`config.mk`:
```
export PLATFORM = sky130hd
export DESIGN_NAME = fpimm_unit
export DESIGN_NICKNAME = d
export VERILOG_FILES = /design/src/rtl/fpimm_pkg.sv /design/src/rtl/fpimm_decode.sv /design/src/rtl/fpimm_widen.sv /design/src/rtl/fpimm_narrow.sv /design/src/rtl/fpimm_unit.sv
export SDC_FILE = /design/constraint.sdc
export NUM_CORES = 1
export LEC_CHECK = 0
export BUFFER_PORTS_ARGS = -buffer_cell sky130_fd_sc_hd__buf_2
export CAP_MARGIN = 30
export CORE_MARGIN = 3
export CORE_UTILIZATION = 45
export CTS_BUF_LIST = sky130_fd_sc_hd__clkbuf_16
export CTS_CLUSTER_DIAMETER = 40
export DETAILED_ROUTE_END_ITERATION = 10
export PLACE_DENSITY = 0.79
export SLEW_MARGIN = 20
export SYNTH_ARGS = -nofsm -noshare
export SYNTH_HDL_FRONTEND = slang
export SYNTH_SLANG_ARGS = --single-unit
export TNS_END_PERCENT = 100
```
`constraint.sdc`:
```
create_clock -name clk -period 1.1 [get_ports clk]
set_clock_uncertainty 0.05 [all_clocks]
set_input_delay 0.055 -clock clk [delete_from_list [all_inputs] [get_ports clk]]
set_output_delay 0.055 -clock clk [all_outputs]
set_load 0.02 [all_outputs]
```
`src/rtl/fpimm_pkg.sv`:
```
package fpimm_pkg;
    localparam int INSN_W   = 32;
    localparam int IDX_W    = 5;
    localparam int IMM_W    = 16;
    localparam int SP_W     = 32;
    localparam int DP_W     = 64;
    localparam int SP_EXP_W = 8;
    localparam int DP_EXP_W = 11;
    localparam int SP_FRC_W = 23;
    localparam int DP_FRC_W = 52;
    localparam int FRC_PAD  = DP_FRC_W - SP_FRC_W;
    localparam int LZ_W     = 5;
    // exponent bias difference between the two formats
    localparam int BIAS_GAP = 896;
    // smallest double exponent that still maps onto a single subnormal
    localparam int SUB_MIN  = BIAS_GAP - SP_FRC_W + 1;

    typedef enum logic [1:0] {
        OP_NONE,
        OP_MOVE,
        OP_HALF
    } imm_op_e;

    typedef struct packed {
        logic              wr_en;
        logic [IDX_W-1:0]  wr_idx;
        logic [DP_W-1:0]   wr_data;
    } wr_port_s;
endpackage

```
`src/rtl/fpimm_decode.sv`:
```
module fpimm_decode
    import fpimm_pkg::*;
#(
    parameter logic [5:0] OPC     = 6'd5,
    parameter logic [4:0] XO_MOVE = 5'd3,
    parameter logic [4:0] XO_HALF = 5'd11
) (
    input  logic              valid,
    input  logic [INSN_W-1:0] insn,
    output imm_op_e           op,
    output logic [IDX_W-1:0]  idx,
    output logic [IMM_W-1:0]  imm
);
    logic [5:0] opc_f;
    logic [4:0] xo_f;

    always_comb begin
        opc_f = insn[31:26];
        xo_f  = insn[5:1];
        idx   = insn[25:21];
        // high ten bits, then five middle bits, then one low bit
        imm   = {insn[15:6], insn[20:16], insn[0]};
        op    = OP_NONE;
        if (valid && (opc_f == OPC)) begin
            if (xo_f == XO_MOVE) begin
                op = OP_MOVE;
            end else if (xo_f == XO_HALF) begin
                op = OP_HALF;
            end
        end
    end
endmodule

```
`src/rtl/fpimm_widen.sv`:
```
module fpimm_widen
    import fpimm_pkg::*;
(
    input  logic [SP_W-1:0] sp,
    output logic [DP_W-1:0] dp
);
    logic                sgn;
    logic [SP_EXP_W-1:0] e8;
    logic [SP_FRC_W-1:0] f23;
    logic [LZ_W-1:0]     lz;
    logic                seen;
    logic [SP_FRC_W-1:0] f_norm;
    logic [DP_EXP_W-1:0] e_sub;
    logic [DP_EXP_W-1:0] e_norm;

    always_comb begin
        sgn = sp[SP_W-1];
        e8  = sp[SP_W-2 -: SP_EXP_W];
        f23 = sp[SP_FRC_W-1:0];

        // leading-zero count of the fraction for subnormal inputs
        lz   = '0;
        seen = 1'b0;
        for (int i = SP_FRC_W-1; i >= 0; i--) begin
            if (!seen) begin
                if (f23[i]) begin
                    seen = 1'b1;
                end else begin
                    lz = lz + LZ_W'(1);
                end
            end
        end
        f_norm = f23 << (lz + LZ_W'(1));
        e_sub  = DP_EXP_W'(BIAS_GAP) - DP_EXP_W'(lz);
        e_norm = DP_EXP_W'(e8) + DP_EXP_W'(BIAS_GAP);

        if (e8 == '1) begin
            dp = {sgn, {DP_EXP_W{1'b1}}, f23, {FRC_PAD{1'b0}}};
        end else if (e8 == '0) begin
            if (f23 == '0) begin
                dp = {sgn, {(DP_W-1){1'b0}}};
            end else begin
                dp = {sgn, e_sub, f_norm, {FRC_PAD{1'b0}}};
            end
        end else begin
            dp = {sgn, e_norm, f23, {FRC_PAD{1'b0}}};
        end
    end
endmodule

```
`src/rtl/fpimm_narrow.sv`:
```
module fpimm_narrow
    import fpimm_pkg::*;
(
    input  logic [DP_W-1:0] dp,
    output logic [SP_W-1:0] sp
);
    logic                sgn;
    logic [DP_EXP_W-1:0] e11;
    logic [SP_FRC_W-1:0] ftop;
    logic [DP_EXP_W-1:0] e_rb;
    logic [DP_EXP_W-1:0] sh11;
    logic [SP_FRC_W:0]   mant;

    always_comb begin
        sgn  = dp[DP_W-1];
        e11  = dp[DP_W-2 -: DP_EXP_W];
        ftop = dp[DP_FRC_W-1 -: SP_FRC_W];
        e_rb = e11 - DP_EXP_W'(BIAS_GAP);
        sh11 = DP_EXP_W'(BIAS_GAP + 1) - e11;
        mant = {1'b1, ftop} >> sh11[LZ_W-1:0];

        if (e11 == '1) begin
            sp = {sgn, {SP_EXP_W{1'b1}}, ftop};
        end else if (e11 > DP_EXP_W'(BIAS_GAP)) begin
            sp = {sgn, e_rb[SP_EXP_W-1:0], ftop};
        end else if (e11 >= DP_EXP_W'(SUB_MIN)) begin
            sp = {sgn, {SP_EXP_W{1'b0}}, mant[SP_FRC_W-1:0]};
        end else begin
            sp = {sgn, {(SP_W-1){1'b0}}};
        end
    end
endmodule

```
`src/rtl/fpimm_unit.sv`:
```
module fpimm_unit
    import fpimm_pkg::*;
#(
    parameter logic [5:0] OPC     = 6'd5,
    parameter logic [4:0] XO_MOVE = 5'd3,
    parameter logic [4:0] XO_HALF = 5'd11
) (
    input  logic              clk,
    input  logic              rst_n,
    input  logic              insn_valid,
    input  logic [INSN_W-1:0] insn,
    input  logic [DP_W-1:0]   reg_value,
    output logic              wr_en,
    output logic [IDX_W-1:0]  wr_idx,
    output logic [DP_W-1:0]   wr_data
);
    localparam int HALF_W = SP_W - IMM_W;

    imm_op_e          op;
    logic [IDX_W-1:0] dec_idx;
    logic [IMM_W-1:0] dec_imm;
    logic [SP_W-1:0]  sp_old;
    logic [SP_W-1:0]  sp_new;
    logic [DP_W-1:0]  dp_new;
    wr_port_s         port_d;
    wr_port_s         port_q;

    fpimm_decode #(
        .OPC     (OPC),
        .XO_MOVE (XO_MOVE),
        .XO_HALF (XO_HALF)
    ) u_decode (
        .valid (insn_valid),
        .insn  (insn),
        .op    (op),
        .idx   (dec_idx),
        .imm   (dec_imm)
    );

    fpimm_narrow u_narrow (
        .dp (reg_value),
        .sp (sp_old)
    );

    assign sp_new = (op == OP_HALF) ? {sp_old[SP_W-1 -: HALF_W], dec_imm}
                                    : {dec_imm, {HALF_W{1'b0}}};

    fpimm_widen u_widen (
        .sp (sp_new),
        .dp (dp_new)
    );

    always_comb begin
        port_d       = port_q;
        port_d.wr_en = 1'b0;
        if (op != OP_NONE) begin
            port_d.wr_en   = 1'b1;
            port_d.wr_idx  = dec_idx;
            port_d.wr_data = dp_new;
        end
    end

    always_ff @(posedge clk or negedge rst_n) begin
        if (!rst_n) begin
            port_q <= '0;
        end else begin
            port_q <= port_d;
        end
    end

    assign wr_en   = port_q.wr_en;
    assign wr_idx  = port_q.wr_idx;
    assign wr_data = port_q.wr_data;
endmodule

```
==> metrics.md <==
| Metric | Value |
|---|---|
| Status | complete, but fails checks |
| Failing checks | setup timing |
| Avg WL per Cell | 23.6 um |
| Synth top area share | 14.7% |
| Post-layout util | 83.7% |
| RD Place Congestion | 1.05 |
| Core footprint | 14,700 um2 |
| Cell count after placement | 1,594 |
| Port bufs | 94 |
| Seq cells post-synth | 40 |
| CP Launch Type | input port |
| I/O pins | 169 |
| Number of global-route vias before repair | 10,599 |
| Synth top cells by count | 140 x nand2_1, 106 x nor2_1, 79 x a21oi_1, 79 x o21ai_0, 41 x clkbuf_1 |
| Yosys top cell by area | dfrtp_1 |
| Cell with the most instances after synthesis | nand2_1 |
| Antenna-violating nets left | 0 |
| HPWL Detailed | 25.0 mm |
| Ys flop type | dfrtp_1 |
| CP Buf/Inv Count | 17 |
| Crit path arrival time | 13.80 ns |
| CP Max Fanout | 6 |
| P_leak | 5.94 nW |
| TritonCTS clock tree | built |
| Tmin final | 13.66 ns |
| FF+latch area | 1000 um2 |
| H-tree Lvls | 2 |
| Seq/Total Area, Yosys | 14.7% |
| CP Class | in -> reg |
| Synth-to-Final Area Change | 80.6% |
| Die width | 129 um |
| CP max stage delay | 0.59 ns |
| First-pass GRT wire length | 56.0 mm |
| Most used cell, CP | buf_4 |
| RSZ-0062 raised after global routing | true |
| Area of the multi-input gates | 6380 um2 |
| Hold Fails Final Rpt | 0 |
| Max-Cap Viols | 0 |
| Fillers | 807 |
| Drt initial violations | 1,775 |
| Worst slack, placed | -11.81 ns |
| Pwr dens | 573 nW/um2 |
| Maximum clock path buffer count | 2 |
| Non-filler cells, final | 1,713 |
| Worst Slack Setup Final | -12.56 ns |
| Family with the most delay on the worst path | simple AND/OR/NAND/NOR gates |
| Syn_area_per_cell | 6.90 um2 |
| CTS Sinks | 40 |
| Largest net degree at the start of global routing | 28 |
| Worst EP required | 1.25 ns |
| Fmax | 0.0732 GHz |
| Worst-Margin Slew | 0.611 ns |
| Hold Crit Class | in -> reg |
| Unique cell type count in the Yosys netlist | 90 |
| Post-synth EDFFs | 0 |
| CP max stage cell | or4b_4 |
| Vias/cell | 6.64 |
| Worst slew margin | 58.9% |
| DRT Pass-1 Iters | 7 |
| Setup violations, final | 40 |
| Tot GR Track Use | 42.5% |
| Final setup TNS | -374.52 ns |
| Synth top area cells | dfrtp_1 15%, nand2_1 7.7%, nor2_1 5.8% |
| Initial antenna violation count | 1 |
| CTS root buf | clkbuf_16 |
| Die height | 129 um |
| Syn Inst Count | 988 |
| Period utilization | 1240% |
| Synth Cell Area | 6810 um2 |
| Remaining Overflow, GRT | 0 |
| Clock transition at path regs | 0.06 ns |
| VDD IR max | 841 uV |
| Crit end category | register |
| Yosys synthesis warning count | 0 |
| Fraction of registers with async set or reset after synthesis | 100% |
| Die area | 16,700 um2 |
| Clk Latency, worst-skew pair | 0.29 ns |
| Routed wire length | 40.5 mm |
| Share of cells above drive strength 1 | 50.1% |
| Final Max Tran Viols | 0 |
| Initial Utilization | 46.3% |
| Final net count | 1,652 |
| Cts bufs inserted | 5 |
| Vias | 11,380 |
| # DRC | 0 |
| Ant. Diodes | 0 |
| Rows | 44 |
==> cell type report <==
type	instances	share of cell area (%)
clock inverter	2	0.0610
sequential	40	8.14
inverter	28	0.875
timing repair buffer	585	36.2
multi-input combinational	869	51.9
tap	184	1.87
clock buffer	5	1.02
==> state kept, by name, summed over array words and instances, names as in the netlist <==
name / flops
wr_data: 34
wr_en: 1
wr_idx: 5
==> report_power, final <==
part           switching (mW)  total [mW]  internal [mW]
Sequential             0.0195        1.52           1.50
Clock                   0.569        1.38          0.811
Combinational            2.16        4.14           1.99
Total                    2.75        7.05           4.30
==> what timing repair did <==
action / in CTS / in global routing
resized for setup: 118 / 101
pin swaps: 28 / 72
endpoints found under the setup margin: 40 / 40
buffers inserted: 81 / 32
gates cloned: 1 / 0
hold buffers: 6 / 0
endpoints found under the hold margin: 45 / 0
==> cell usage in the layout, fill, tap and decap left out, types with 18 or more instances in the layout <==
master / synthesis / layout
buf_4: 30 / 430
nand2_1: 140 / 125
nor2_1: 106 / 93
buf_2: 5 / 92
a21oi_1: 79 / 53
o21ai_0: 79 / 49
buf_6: 0 / 49
dfrtp_1: 40 / 40
conb_1: 1 / 29
nand3_1: 30 / 27
mux2i_1: 35 / 27
inv_1: 28 / 24
o211ai_1: 18 / 18
a21oi_2: 0 / 18
==> logic make-up (layout without fill, tap and decap cells) <==
family                   Yosys count  count (layout)  share of synthesized area (%)
XOR/XNOR                          44              44                           6.80
flip-flops                        40              40                           14.7
other                              1              29                         0.0550
multiplexers                      47              47                           7.29
buffers and inverters            107             620                           7.64
adder cells (fa/ha/maj)           27              27                           4.85
AND/OR/NAND/NOR                  413             413                           29.6
AO/OA/AOI/OAI                    309             309                           29.1
==> through the flow <==
stage	hold slack [ns]	area (um2)	total power, mW
6_report	0.117	12300	7.05
5_1_grt	0.127	12300	7.24
4_1_cts	0.0910	11600	6.36
3_5_place_dp	-0.0678	10400	4.39
3_3_place_gp	-0.0701	10400	4.33
2_1_floorplan	-0.291	7280	3.11
==> worst reg2reg max path, cell delays in order (launching register included) <==
cell and delay [ns]:
dfrtp_1 0.41, nor2b_1 0.15, a221o_1 0.27
==> worst paths after layout <==
path / start / end / slack (ns) / cells past startpoint
setup / recovery: insn[30] / wr_data[37] / -12.56 / 80
hold / removal: reg_value[63] / wr_data[63] / 0.12 / 3
setup reg to reg: wr_data[29] / wr_data[29] / 0.10 / 2
hold reg to reg: wr_idx[1] / wr_idx[1] / 0.43 / 2
max in group asynchronous: rst_n / wr_data[50] / 0.36 / 3
min in group asynchronous: rst_n / wr_data[36] / 0.17 / 2
==> metal layers <==
layer	track usage, %	part of all wire, %	up-vias
met4	26.7	10	2
met5	0	0.025	-
li1	-	-	4671
met2	67.7	43	1133
met1	52.1	33	5150
met3	9.52	14	424
Note: power is estimated with default switching activity, not from simulation.
